$ cat src/rtl/idec_pkg.sv
// Shared widths, selector code points and the decoded-instruction record.
// Assumes the leading word is exactly opcode + b selector + a selector wide.
package idec_pkg;
    parameter int WORD_W = 16;
    parameter int OPC_W  = 5;
    parameter int SELB_W = 5;
    parameter int SELA_W = 6;
    parameter int LEN_W  = 2;

    localparam int B_LSB = OPC_W;
    localparam int A_LSB = OPC_W + SELB_W;

    localparam logic [SELA_W-1:0] SEL_IDX_LO = SELA_W'(8'h10);
    localparam logic [SELA_W-1:0] SEL_IDX_HI = SELA_W'(8'h17);
    localparam logic [SELA_W-1:0] SEL_NW_IND = SELA_W'(8'h1e);
    localparam logic [SELA_W-1:0] SEL_NW_LIT = SELA_W'(8'h1f);
    localparam logic [OPC_W-1:0]  COND_LO    = OPC_W'(8'h10);
    localparam logic [OPC_W-1:0]  COND_HI    = OPC_W'(8'h17);

    typedef struct packed {
        logic [OPC_W-1:0]  opc;
        logic [SELB_W-1:0] sel_b;
        logic [SELA_W-1:0] sel_a;
        logic              secondary;
        logic              b_ext;
        logic              a_ext;
        logic [LEN_W-1:0]  len;
        logic [WORD_W-1:0] b_word;
        logic [WORD_W-1:0] a_word;
        logic              lit_vld;
        logic [WORD_W-1:0] lit;
        logic              cond;
    } idec_t;

    // True when a selector code consumes one extension word.
    function automatic logic sel_needs_ext(input logic [SELA_W-1:0] s);
        return ((s >= SEL_IDX_LO) && (s <= SEL_IDX_HI)) ||
               (s == SEL_NW_IND) || (s == SEL_NW_LIT);
    endfunction
endpackage

$ cat src/rtl/idec_split.sv
// Splits the leading word into opcode, b selector and a selector.
// Assumes WORD_W == OPC_W + SELB_W + SELA_W (checked at elaboration).
module idec_split
    import idec_pkg::*;
(
    input  logic [WORD_W-1:0] word,
    output logic [OPC_W-1:0]  opc,
    output logic [SELB_W-1:0] sel_b,
    output logic [SELA_W-1:0] sel_a
);
    if (WORD_W != OPC_W + SELB_W + SELA_W) begin : g_bad_widths
        $error("idec_split: field widths do not fill the word");
    end

    // Field extraction.
    always_comb begin
        opc   = word[OPC_W-1:0];
        sel_b = word[B_LSB +: SELB_W];
        sel_a = word[A_LSB +: SELA_W];
    end
endmodule

$ cat src/rtl/idec_operand.sv
// Classifies one operand selector: extension-word claim and, for the
// source variant, short-literal expansion. Assumes SEL_W <= SELA_W.
module idec_operand
    import idec_pkg::*;
#(
    parameter int SEL_W   = SELB_W,
    parameter bit HAS_LIT = 1'b0
) (
    input  logic [SEL_W-1:0]  sel,
    input  logic              ext_allowed,
    output logic              needs_ext,
    output logic              lit_vld,
    output logic [WORD_W-1:0] lit
);
    localparam int LIT_W = SELA_W - 1;

    logic [SELA_W-1:0] wide;

    // Widen the selector and decide the extension-word claim.
    always_comb begin
        wide      = SELA_W'(sel);
        needs_ext = ext_allowed && sel_needs_ext(wide);
    end

    if (HAS_LIT) begin : g_lit
        // Top selector bit marks a literal; value carries an offset of -1.
        always_comb begin
            lit_vld = wide[SELA_W-1];
            lit     = lit_vld ? (WORD_W'(wide[LIT_W-1:0]) - WORD_W'(1)) : '0;
        end
    end else begin : g_no_lit
        // Destination operands never carry a literal.
        always_comb begin
            lit_vld = 1'b0;
            lit     = '0;
        end
    end
endmodule

$ cat src/rtl/idec_pipe.sv
// One-entry registered output stage with valid/ready handshake.
// Assumes the consumer may hold out_ready low for any number of cycles.
module idec_pipe
    import idec_pkg::*;
(
    input  logic  clk,
    input  logic  rst_n,
    input  logic  in_valid,
    output logic  in_ready,
    input  idec_t d,
    output logic  out_valid,
    input  logic  out_ready,
    output idec_t q
);
    // Space exists when empty or when the held entry leaves this cycle.
    always_comb in_ready = !out_valid || out_ready;

    // Load a new entry on accept, drop the old one when drained.
    always_ff @(posedge clk) begin
        if (!rst_n) begin
            out_valid <= 1'b0;
            q         <= '0;
        end else if (in_valid && in_ready) begin
            out_valid <= 1'b1;
            q         <= d;
        end else if (out_ready) begin
            out_valid <= 1'b0;
        end
    end
endmodule

$ cat src/rtl/idec_len_unit.sv
// Instruction decode and length unit: field split, extension-word claims,
// word routing, literal expansion and conditional-class flag, followed by
// a registered handshake stage. Assumes in_ext0/in_ext1 are the two words
// stored after in_word, valid together with it.
module idec_len_unit
    import idec_pkg::*;
(
    input  logic              clk,
    input  logic              rst_n,
    input  logic              in_valid,
    output logic              in_ready,
    input  logic [WORD_W-1:0] in_word,
    input  logic [WORD_W-1:0] in_ext0,
    input  logic [WORD_W-1:0] in_ext1,
    output logic              out_valid,
    input  logic              out_ready,
    output logic [OPC_W-1:0]  out_opc,
    output logic [SELB_W-1:0] out_sel_b,
    output logic [SELA_W-1:0] out_sel_a,
    output logic              out_secondary,
    output logic              out_b_ext,
    output logic              out_a_ext,
    output logic [LEN_W-1:0]  out_len,
    output logic [WORD_W-1:0] out_b_word,
    output logic [WORD_W-1:0] out_a_word,
    output logic              out_lit_vld,
    output logic [WORD_W-1:0] out_lit,
    output logic              out_cond
);
    logic [OPC_W-1:0]  opc;
    logic [SELB_W-1:0] sel_b;
    logic [SELA_W-1:0] sel_a;
    logic              secondary;
    logic              a_allowed;
    logic              b_ext, a_ext;
    logic              b_lit_vld, a_lit_vld;
    logic [WORD_W-1:0] b_lit, a_lit;
    idec_t             dec, held;

    idec_split u_split (
        .word  (in_word),
        .opc   (opc),
        .sel_b (sel_b),
        .sel_a (sel_a)
    );

    // Claim permissions: b only for primary ops, a unless code and b are both zero.
    always_comb begin
        secondary = (opc == '0);
        a_allowed = !secondary || (sel_b != '0);
    end

    idec_operand #(.SEL_W(SELB_W), .HAS_LIT(1'b0)) u_opb (
        .sel         (sel_b),
        .ext_allowed (!secondary),
        .needs_ext   (b_ext),
        .lit_vld     (b_lit_vld),
        .lit         (b_lit)
    );

    idec_operand #(.SEL_W(SELA_W), .HAS_LIT(1'b1)) u_opa (
        .sel         (sel_a),
        .ext_allowed (a_allowed),
        .needs_ext   (a_ext),
        .lit_vld     (a_lit_vld),
        .lit         (a_lit)
    );

    // Assemble the decoded record, routing extension words in claim order.
    always_comb begin
        dec.opc       = opc;
        dec.sel_b     = sel_b;
        dec.sel_a     = sel_a;
        dec.secondary = secondary;
        dec.b_ext     = b_ext;
        dec.a_ext     = a_ext;
        dec.len       = LEN_W'(1) + LEN_W'(b_ext) + LEN_W'(a_ext);
        dec.b_word    = b_ext ? in_ext0 : '0;
        dec.a_word    = a_ext ? (b_ext ? in_ext1 : in_ext0) : '0;
        dec.lit_vld   = a_lit_vld | b_lit_vld;
        dec.lit       = a_lit | b_lit;
        dec.cond      = (opc >= COND_LO) && (opc <= COND_HI);
    end

    idec_pipe u_pipe (
        .clk       (clk),
        .rst_n     (rst_n),
        .in_valid  (in_valid),
        .in_ready  (in_ready),
        .d         (dec),
        .out_valid (out_valid),
        .out_ready (out_ready),
        .q         (held)
    );

    // Drive the output ports from the held record.
    always_comb begin
        out_opc       = held.opc;
        out_sel_b     = held.sel_b;
        out_sel_a     = held.sel_a;
        out_secondary = held.secondary;
        out_b_ext     = held.b_ext;
        out_a_ext     = held.a_ext;
        out_len       = held.len;
        out_b_word    = held.b_word;
        out_a_word    = held.a_word;
        out_lit_vld   = held.lit_vld;
        out_lit       = held.lit;
        out_cond      = held.cond;
    end
endmodule

$ cat config.mk
export PLATFORM = sky130hd
export DESIGN_NAME = idec_len_unit
export DESIGN_NICKNAME = d
export VERILOG_FILES = /design/src/rtl/idec_pkg.sv /design/src/rtl/idec_split.sv /design/src/rtl/idec_operand.sv /design/src/rtl/idec_pipe.sv /design/src/rtl/idec_len_unit.sv
export SDC_FILE = /design/constraint.sdc
export NUM_CORES = 1
export LEC_CHECK = 0
export ABC_AREA = 1
export BUFFER_PORTS_ARGS = -buffer_cell sky130_fd_sc_hd__buf_2
export CORE_MARGIN = 2
export CORE_UTILIZATION = 36
export CTS_CLUSTER_DIAMETER = 50
export DETAILED_ROUTE_END_ITERATION = 16
export GPL_ROUTABILITY_DRIVEN = 0
export GPL_TIMING_DRIVEN = 0
export PLACE_DENSITY = 0.73
export SLEW_MARGIN = 20
export SYNTH_ARGS = -nofsm -noshare
export SYNTH_HDL_FRONTEND = slang
export SYNTH_SLANG_ARGS = --single-unit
export TNS_END_PERCENT = 50
$ cat constraint.sdc
create_clock -name clk -period 2.4 [get_ports clk]
set_input_delay 0.6 -clock clk [delete_from_list [all_inputs] [get_ports clk]]
set_output_delay 0.6 -clock clk [all_outputs]
set_load 0.03 [all_outputs]
# Yosys cells after proc, flatten, opt, wreduce, memory -nomap -nowiden
# Cells that the tools add are included.
[word_totals] reg_bits=72 out_inout_bits=73 inputBits=52
[op_classes] reduce_logical=17 n_lt_le_gt_ge=6 add_sub_neg=3 n_mux=6 eq_ne=4
[op_table] operator="16-bit 2-to-1 mux" count=4
[op_table] operator="6-bit by 5-bit == test with 1-bit output, second input constant" count=2
[op_table] operator="5-bit == test, second input constant" count=2
[op_table] operator="5-bit greater-or-equal comparator, second input constant" count=2
[op_table] operator="5-bit <= comparator, second input constant" count=2
[op_table] operator="6-bit by 5-bit greater-or-equal comparator with 1-bit output, second input constant" count=1
[op_table] operator="6-bit by 5-bit <= comparator with 1-bit output, second input constant" count=1
[op_table] operator="1-bit logical AND" count=6
[op_table] operator="1-bit logical OR" count=6
[op_table] operator="5-bit by 1-bit subtractor with 6-bit output, second input constant" count=1
[op_table] operator="5-bit zero test" count=1
[op_table] operator="5-bit nonzero test" count=1
[op_table] operator="1-bit by 1-bit adder with 2-bit output, first input constant" count=1
[op_table] operator="2-bit by 1-bit adder with 2-bit output" count=1
[op_table] operator="1-bit zero test" count=2
[op_table] operator="1-bit 2-to-1 mux" count=2
[op_table] operator="2-bit nonzero test" count=1

# Depth between registers and ports, before layout
[logic_depth] word_depth=7 ltp_mapped=10 depth_no_buf=9

# Hierarchy
# From an unflattened synthesis, not the netlist that was laid out.
[unflattened] hier_cells=667 area_unflattened_um2=4241.6
[by_module_without_submodules] module="idec_pipe" area_per_inst_um2=3205.6 instances=1 cells_each=470
[by_module_without_submodules] module="idec_len_unit" area_per_inst_um2=544.3 instances=1 cells_each=123
[by_module_without_submodules] module="idec_operand at u_opa" area_per_inst_um2=224.0 instances=1 cells_each=37
[by_module_without_submodules] module="idec_operand at u_opb" area_per_inst_um2=147.6 instances=1 cells_each=21
[by_module_without_submodules] module="idec_split" area_per_inst_um2=120.1 instances=1 cells_each=16

# Worst setup path before layout
# OpenSTA, ideal clock, no wires.
[synth_path] path_kind="in2reg" from="input in_word[10]" to="register u_pipe.q[50] (netlist bit)" t_required_ns=2.330 slack_ns=0.487 path_stages=10 path_buffers=1 setup_ns=0.070 arrival_ns=1.843 path_cell_list="inv_1 -> ha_1 -> o21ai_0 -> nand2_1 -> nand2_1 -> nor2_2 -> buf_6 -> inv_1 -> ha_1 -> a21oi_1"
[synth_via] elab_chain_len=6
[synth_lines] item="start, declared" line="idec_len_unit.sv:12" rtl="input logic [WORD_W-1:0] in_word,"
[synth_lines] item="6-bit by 5-bit greater-or-equal comparator with 1-bit output or 6-bit by 5-bit <= comparator with 1-bit output (tied branches)" line="idec_pkg.sv:37" rtl="return ((s >= SEL_IDX_LO) && (s <= SEL_IDX_HI)) ||"
[synth_lines] item="1-bit logical AND" line="idec_pkg.sv:37"
[synth_lines] item="1-bit logical OR" line="idec_pkg.sv:37"
[synth_lines] item="1-bit logical OR (*)" line="idec_pkg.sv:38" rtl="(s == SEL_NW_IND) || (s == SEL_NW_LIT);"
[synth_lines] item="1-bit logical AND (*)" line="idec_operand.sv:22" rtl="needs_ext = ext_allowed && sel_needs_ext(wide);"
[synth_lines] item="2-bit by 1-bit adder with 2-bit output (*)" line="idec_len_unit.sv:77" rtl="dec.len = LEN_W'(1) + LEN_W'(b_ext) + LEN_W'(a_ext);"
[synth_lines] item="end signal, assigned" line="idec_pipe.sv:22" rtl="q <= '0;"
[synth_lines] item="end signal, assigned" line="idec_pipe.sv:25" rtl="q <= d;"
[synth_lines] item="end, declared" line="idec_pipe.sv:13" rtl="output idec_t q"
# Mark *: on every way between the ends. The rest lies on a longest branch, timed or not.
# A chain may end at the register's enable or synchronous reset.

# Worst setup path in the final report
# Ends and elaborated chain as after synthesis.

==> metrics.txt <==
# TYPE chip_impl_metric gauge
chip_impl_metric{name="post_synth_inst_count",unit=""} 350
chip_impl_metric{name="dr.first_iter.drc_count",unit=""} 106
chip_impl_metric{name="synth_area_per_cell",unit="µm²"} 7.72
chip_impl_info{name="status",value="finished clean"} 1
chip_impl_metric{name="first_global_vias",unit=""} 2652
chip_impl_metric{name="htree_num_levels",unit=""} 3
chip_impl_metric{name="clkSinkCount",unit=""} 61
chip_impl_metric{name="synth-seq-area-share",unit="%"} 45.2
chip_impl_metric{name="yosys_warnings",unit=""} 0
chip_impl_metric{name="crit_path_required_time",unit="ps"} 2660
chip_impl_metric{name="port_buffers",unit=""} 124
chip_impl_info{name="worst_hold_path_type",value="reg -> reg"} 1
chip_impl_metric{name="start_util",unit="%"} 37.3
chip_impl_metric{name="place_hpwl",unit="µm"} 5900
chip_impl_metric{name="cts.clk_slew.worst_paths",unit="ps"} 60
chip_impl_metric{name="period_minus_slack",unit="ps"} 1940
chip_impl_metric{name="fp.coreArea",unit="µm²"} 7250
chip_impl_metric{name="report.final.slew_viol_count",unit=""} 0
chip_impl_metric{name="path_max_fanout",unit=""} 10
chip_impl_metric{name="io_pins",unit=""} 125
chip_impl_metric{name="nets",unit=""} 541
chip_impl_metric{name="drc",unit=""} 0
chip_impl_metric{name="fp-row-count",unit=""} 31
chip_impl_metric{name="numCtsBuffers",unit=""} 9
chip_impl_metric{name="viasPerCell",unit=""} 4.65
chip_impl_metric{name="switchingPower",unit="mW"} 0.692
chip_impl_metric{name="maxClockFrequency",unit="MHz"} 515
chip_impl_info{name="layout_common_cells",value="sky130_fd_sc_hd__buf_2, sky130_fd_sc_hd__nand2_1, sky130_fd_sc_hd__dfxtp_1"} 1
chip_impl_metric{name="finClkSkew",unit="ps"} 8.08
chip_impl_metric{name="post_cts.resized_instances",unit=""} 0
chip_impl_metric{name="combinationalPowerShare",unit="%"} 17.4
chip_impl_metric{name="number_of_setup_violations_in_the_final_report",unit=""} 0
chip_impl_metric{name="overall_via_count_from_detail_route",unit=""} 2745
chip_impl_metric{name="worst-endpoint-arrival",unit="ps"} 2200
chip_impl_metric{name="worst_skew_pair.late_latency",unit="ps"} 330
chip_impl_metric{name="ir_drop",unit="V"} 0.000354
chip_impl_info{name="hold_end",value="u_pipe.q[31]"} 1
chip_impl_info{name="cts_tree",value="yes"} 1
chip_impl_metric{name="area_growth",unit="%"} 34.7
chip_impl_info{name="dominant_cell_type_by_area_after_synthesis",value="sky130_fd_sc_hd__dfxtp_1"} 1
chip_impl_metric{name="synth_nets",unit=""} 406
chip_impl_metric{name="layout_worst_path_cycle_share",unit="%"} 80.9
chip_impl_metric{name="mappedNetlistArea",unit="µm²"} 2700
chip_impl_metric{name="drt-wirelength-per-cell",unit="µm"} 13.1
chip_impl_metric{name="maxSlewHeadroom",unit="%"} 62.4
chip_impl_metric{name="stdcell_area",unit="µm²"} 3640
chip_impl_metric{name="cts_buffer_depth",unit=""} 2
chip_impl_metric{name="tightestPinTransition",unit="ps"} 564
chip_impl_info{name="critical_path.startpoint_type",value="input port"} 1
chip_impl_metric{name="worstHoldPathCells",unit=""} 2
chip_impl_metric{name="grt_start_max_net_pins",unit=""} 13
chip_impl_info{name="synth.top_cells.by_area",value="sky130_fd_sc_hd__dfxtp_1, sky130_fd_sc_hd__nand2_1, sky130_fd_sc_hd__a21oi_1"} 1
chip_impl_metric{name="wl",unit="µm"} 7740
chip_impl_metric{name="clock_share_of_power",unit="%"} 37.3
chip_impl_info{name="r2r_start",value="u_pipe.out_valid"} 1
chip_impl_metric{name="drt.antenna.violating_nets",unit=""} 0
chip_impl_metric{name="report.final.hold_viol_count",unit=""} 0
chip_impl_metric{name="setup.reg_to_reg.worst_slack",unit="ps"} 950
chip_impl_info{name="timing.rr.end",value="u_pipe.q[58]"} 1
chip_impl_metric{name="synth_cell_types",unit=""} 26
chip_impl_metric{name="antenna_found_initial",unit=""} 1
chip_impl_metric{name="postCtsSetupRepairBufs",unit=""} 0
chip_impl_info{name="timing.critical_path.to_type",value="register"} 1
chip_impl_metric{name="tns",unit="ps"} 0
chip_impl_metric{name="postPlaceCellArea",unit="µm²"} 3450
chip_impl_metric{name="cell_internal_pwr",unit="mW"} 1.69
chip_impl_info{name="layout.cells.most_common",value="sky130_fd_sc_hd__buf_2"} 1
chip_impl_info{name="hp-start",value="u_pipe.q[31]"} 1
chip_impl_info{name="clockRootBuffer",value="sky130_fd_sc_hd__clkbuf_8"} 1
chip_impl_metric{name="reg2reg_depth",unit=""} 6
chip_impl_metric{name="power_frac_seq",unit="%"} 45.3
chip_impl_metric{name="synth_top_area_share",unit="%"} 45.2
chip_impl_metric{name="die_height",unit="µm"} 90.6
chip_impl_info{name="criticalPathCategory",value="in -> reg"} 1
chip_impl_info{name="rsz0062_at_grt",value="false"} 1
chip_impl_metric{name="power_density",unit="nW/µm²"} 655
chip_impl_metric{name="design.die.area",unit="µm²"} 8220
chip_impl_metric{name="ys_seq_elements",unit=""} 61
chip_impl_metric{name="die_x",unit="µm"} 90.6
chip_impl_metric{name="grt_first_pass_wirelength",unit="µm"} 12500
chip_impl_metric{name="leakage",unit="nW"} 1.78
chip_impl_metric{name="drive_gt1_share",unit="%"} 38.0
chip_impl_metric{name="switching_share",unit="%"} 29.0
chip_impl_metric{name="holdBufCountCts",unit=""} 0
chip_impl_metric{name="cap_viol_max_count",unit=""} 0
chip_impl_metric{name="detailedRoute.firstPassIterationCount",unit=""} 4
chip_impl_metric{name="grt_use_total",unit="%"} 18.9
chip_impl_metric{name="grt.overflow.total",unit=""} 0
kinds of logic (layout without fill, tap and decap cells):
| kind of cell | Yosys count | in the layout | share of synthesized area [%] |
|---|---|---|---|
| compound gates | 75 | 75 | 16.0 |
| buf+inv | 45 | 185 | 9.26 |
| simple gates | 163 | 163 | 27.1 |
| other cells | 0 | 1 | 0 |
| xor+xnor | 2 | 2 | 0.648 |
| flops | 61 | 61 | 45.2 |
| fa+ha+maj | 4 | 4 | 1.85 |
per-stage QoR:
| step | hold slack [ps] | std cells | worst slack (ps) | power (mW) | utilization [%] |
|---|---|---|---|---|---|
| after floorplan | 593 | 350 | 487 | 1.37 | - |
| after global placement | 452 | 573 | 101 | 1.51 | 47.5 |
| after detailed placement | 453 | 573 | 84.4 | 1.52 | 47.5 |
| after CTS | 464 | 589 | 425 | 2.41 | 50.2 |
| after global routing | 483 | 590 | 248 | 2.50 | 50.2 |
| final | 463 | 590 | 458 | 2.38 | 50.2 |
critical path, stage by stage:
cell,delay (ps)
sky130_fd_sc_hd__buf_2,110
sky130_fd_sc_hd__inv_1,130
sky130_fd_sc_hd__ha_1,170
sky130_fd_sc_hd__o21ai_0,70
sky130_fd_sc_hd__nand2_1,70
sky130_fd_sc_hd__nand2_1,60
sky130_fd_sc_hd__nor2_2,360
sky130_fd_sc_hd__buf_6,200
sky130_fd_sc_hd__inv_1,50
sky130_fd_sc_hd__ha_1,280
sky130_fd_sc_hd__a21oi_1,110
power groups by stage:
stage,Clock (mW),Sequential [mW],Combinational [mW]
after global routing,0.967,1.08,0.454
after floorplan,0,1.19,0.177
after global placement,0,1.10,0.411
after detailed placement,0,1.10,0.416
after CTS,0.910,1.08,0.418
final,0.890,1.08,0.415
worst max path at each step:
| stage | end | slack (ps) | start | cells after the start |
|---|---|---|---|---|
| 5_1_grt | u_pipe.q[50] | 250 | in_word[10] | 11 |
| 3_5_place_dp | u_pipe.q[50] | 80 | in_word[10] | 11 |
| 2_1_floorplan | u_pipe.q[50] | 490 | in_word[10] | 10 |
| 3_3_place_gp | u_pipe.q[50] | 100 | in_word[10] | 11 |
| 4_1_cts | u_pipe.q[50] | 430 | in_word[10] | 11 |
| 6_report | u_pipe.q[50] | 460 | in_word[10] | 11 |
layer usage:
| metal | GRT usage [%] | vias to the layer above | part of all wire, % |
|---|---|---|---|
| li1 | - | 1409 | - |
| met1 | 24.0 | 1230 | 44 |
| met2 | 31.0 | 93 | 48 |
| met3 | 4.84 | 13 | 6.0 |
| met4 | 6.92 | 0 | 1.7 |
| met5 | 0 | - | 0 |
cells in the mapped netlist:
library cell / count
sky130_fd_sc_hd__nor2_2: 2
sky130_fd_sc_hd__inv_2: 1
sky130_fd_sc_hd__a21oi_2: 10
sky130_fd_sc_hd__clkbuf_1: 11
sky130_fd_sc_hd__a21oi_1: 43
sky130_fd_sc_hd__a22oi_1: 2
sky130_fd_sc_hd__or2_2: 1
sky130_fd_sc_hd__dfxtp_1: 61
sky130_fd_sc_hd__buf_2: 2
sky130_fd_sc_hd__nand3_1: 36
sky130_fd_sc_hd__nor2_8: 1
sky130_fd_sc_hd__nand3_4: 1
sky130_fd_sc_hd__o21ai_0: 18
sky130_fd_sc_hd__nand2_4: 2
sky130_fd_sc_hd__inv_1: 13
sky130_fd_sc_hd__buf_1: 1
sky130_fd_sc_hd__buf_4: 14
sky130_fd_sc_hd__nor2_1: 22
sky130_fd_sc_hd__nand2_1: 89
sky130_fd_sc_hd__buf_8: 1
sky130_fd_sc_hd__xor2_1: 2
sky130_fd_sc_hd__nand2_2: 9
sky130_fd_sc_hd__a211oi_1: 1
sky130_fd_sc_hd__a21oi_4: 1
sky130_fd_sc_hd__ha_1: 4
sky130_fd_sc_hd__buf_6: 2
registers in the layout (all words and copies together), names as in the netlist:
name,flops
u_pipe.out_valid,1
u_pipe.q,60
final cells by class:
cell class | count | area, µm²
diodes | 1 | 2.50
plain buffers | 31 | 198
clock buffers | 11 | 141
clock inverters | 5 | 50.0
fillers | 760 | 3610
inverters | 14 | 52.6
multi-input cells | 244 | 1230
flip-flops and latches | 61 | 1220
well taps | 99 | 124
repair buffers | 124 | 621
No activity file was read; power rests on OpenSTA's default activity.
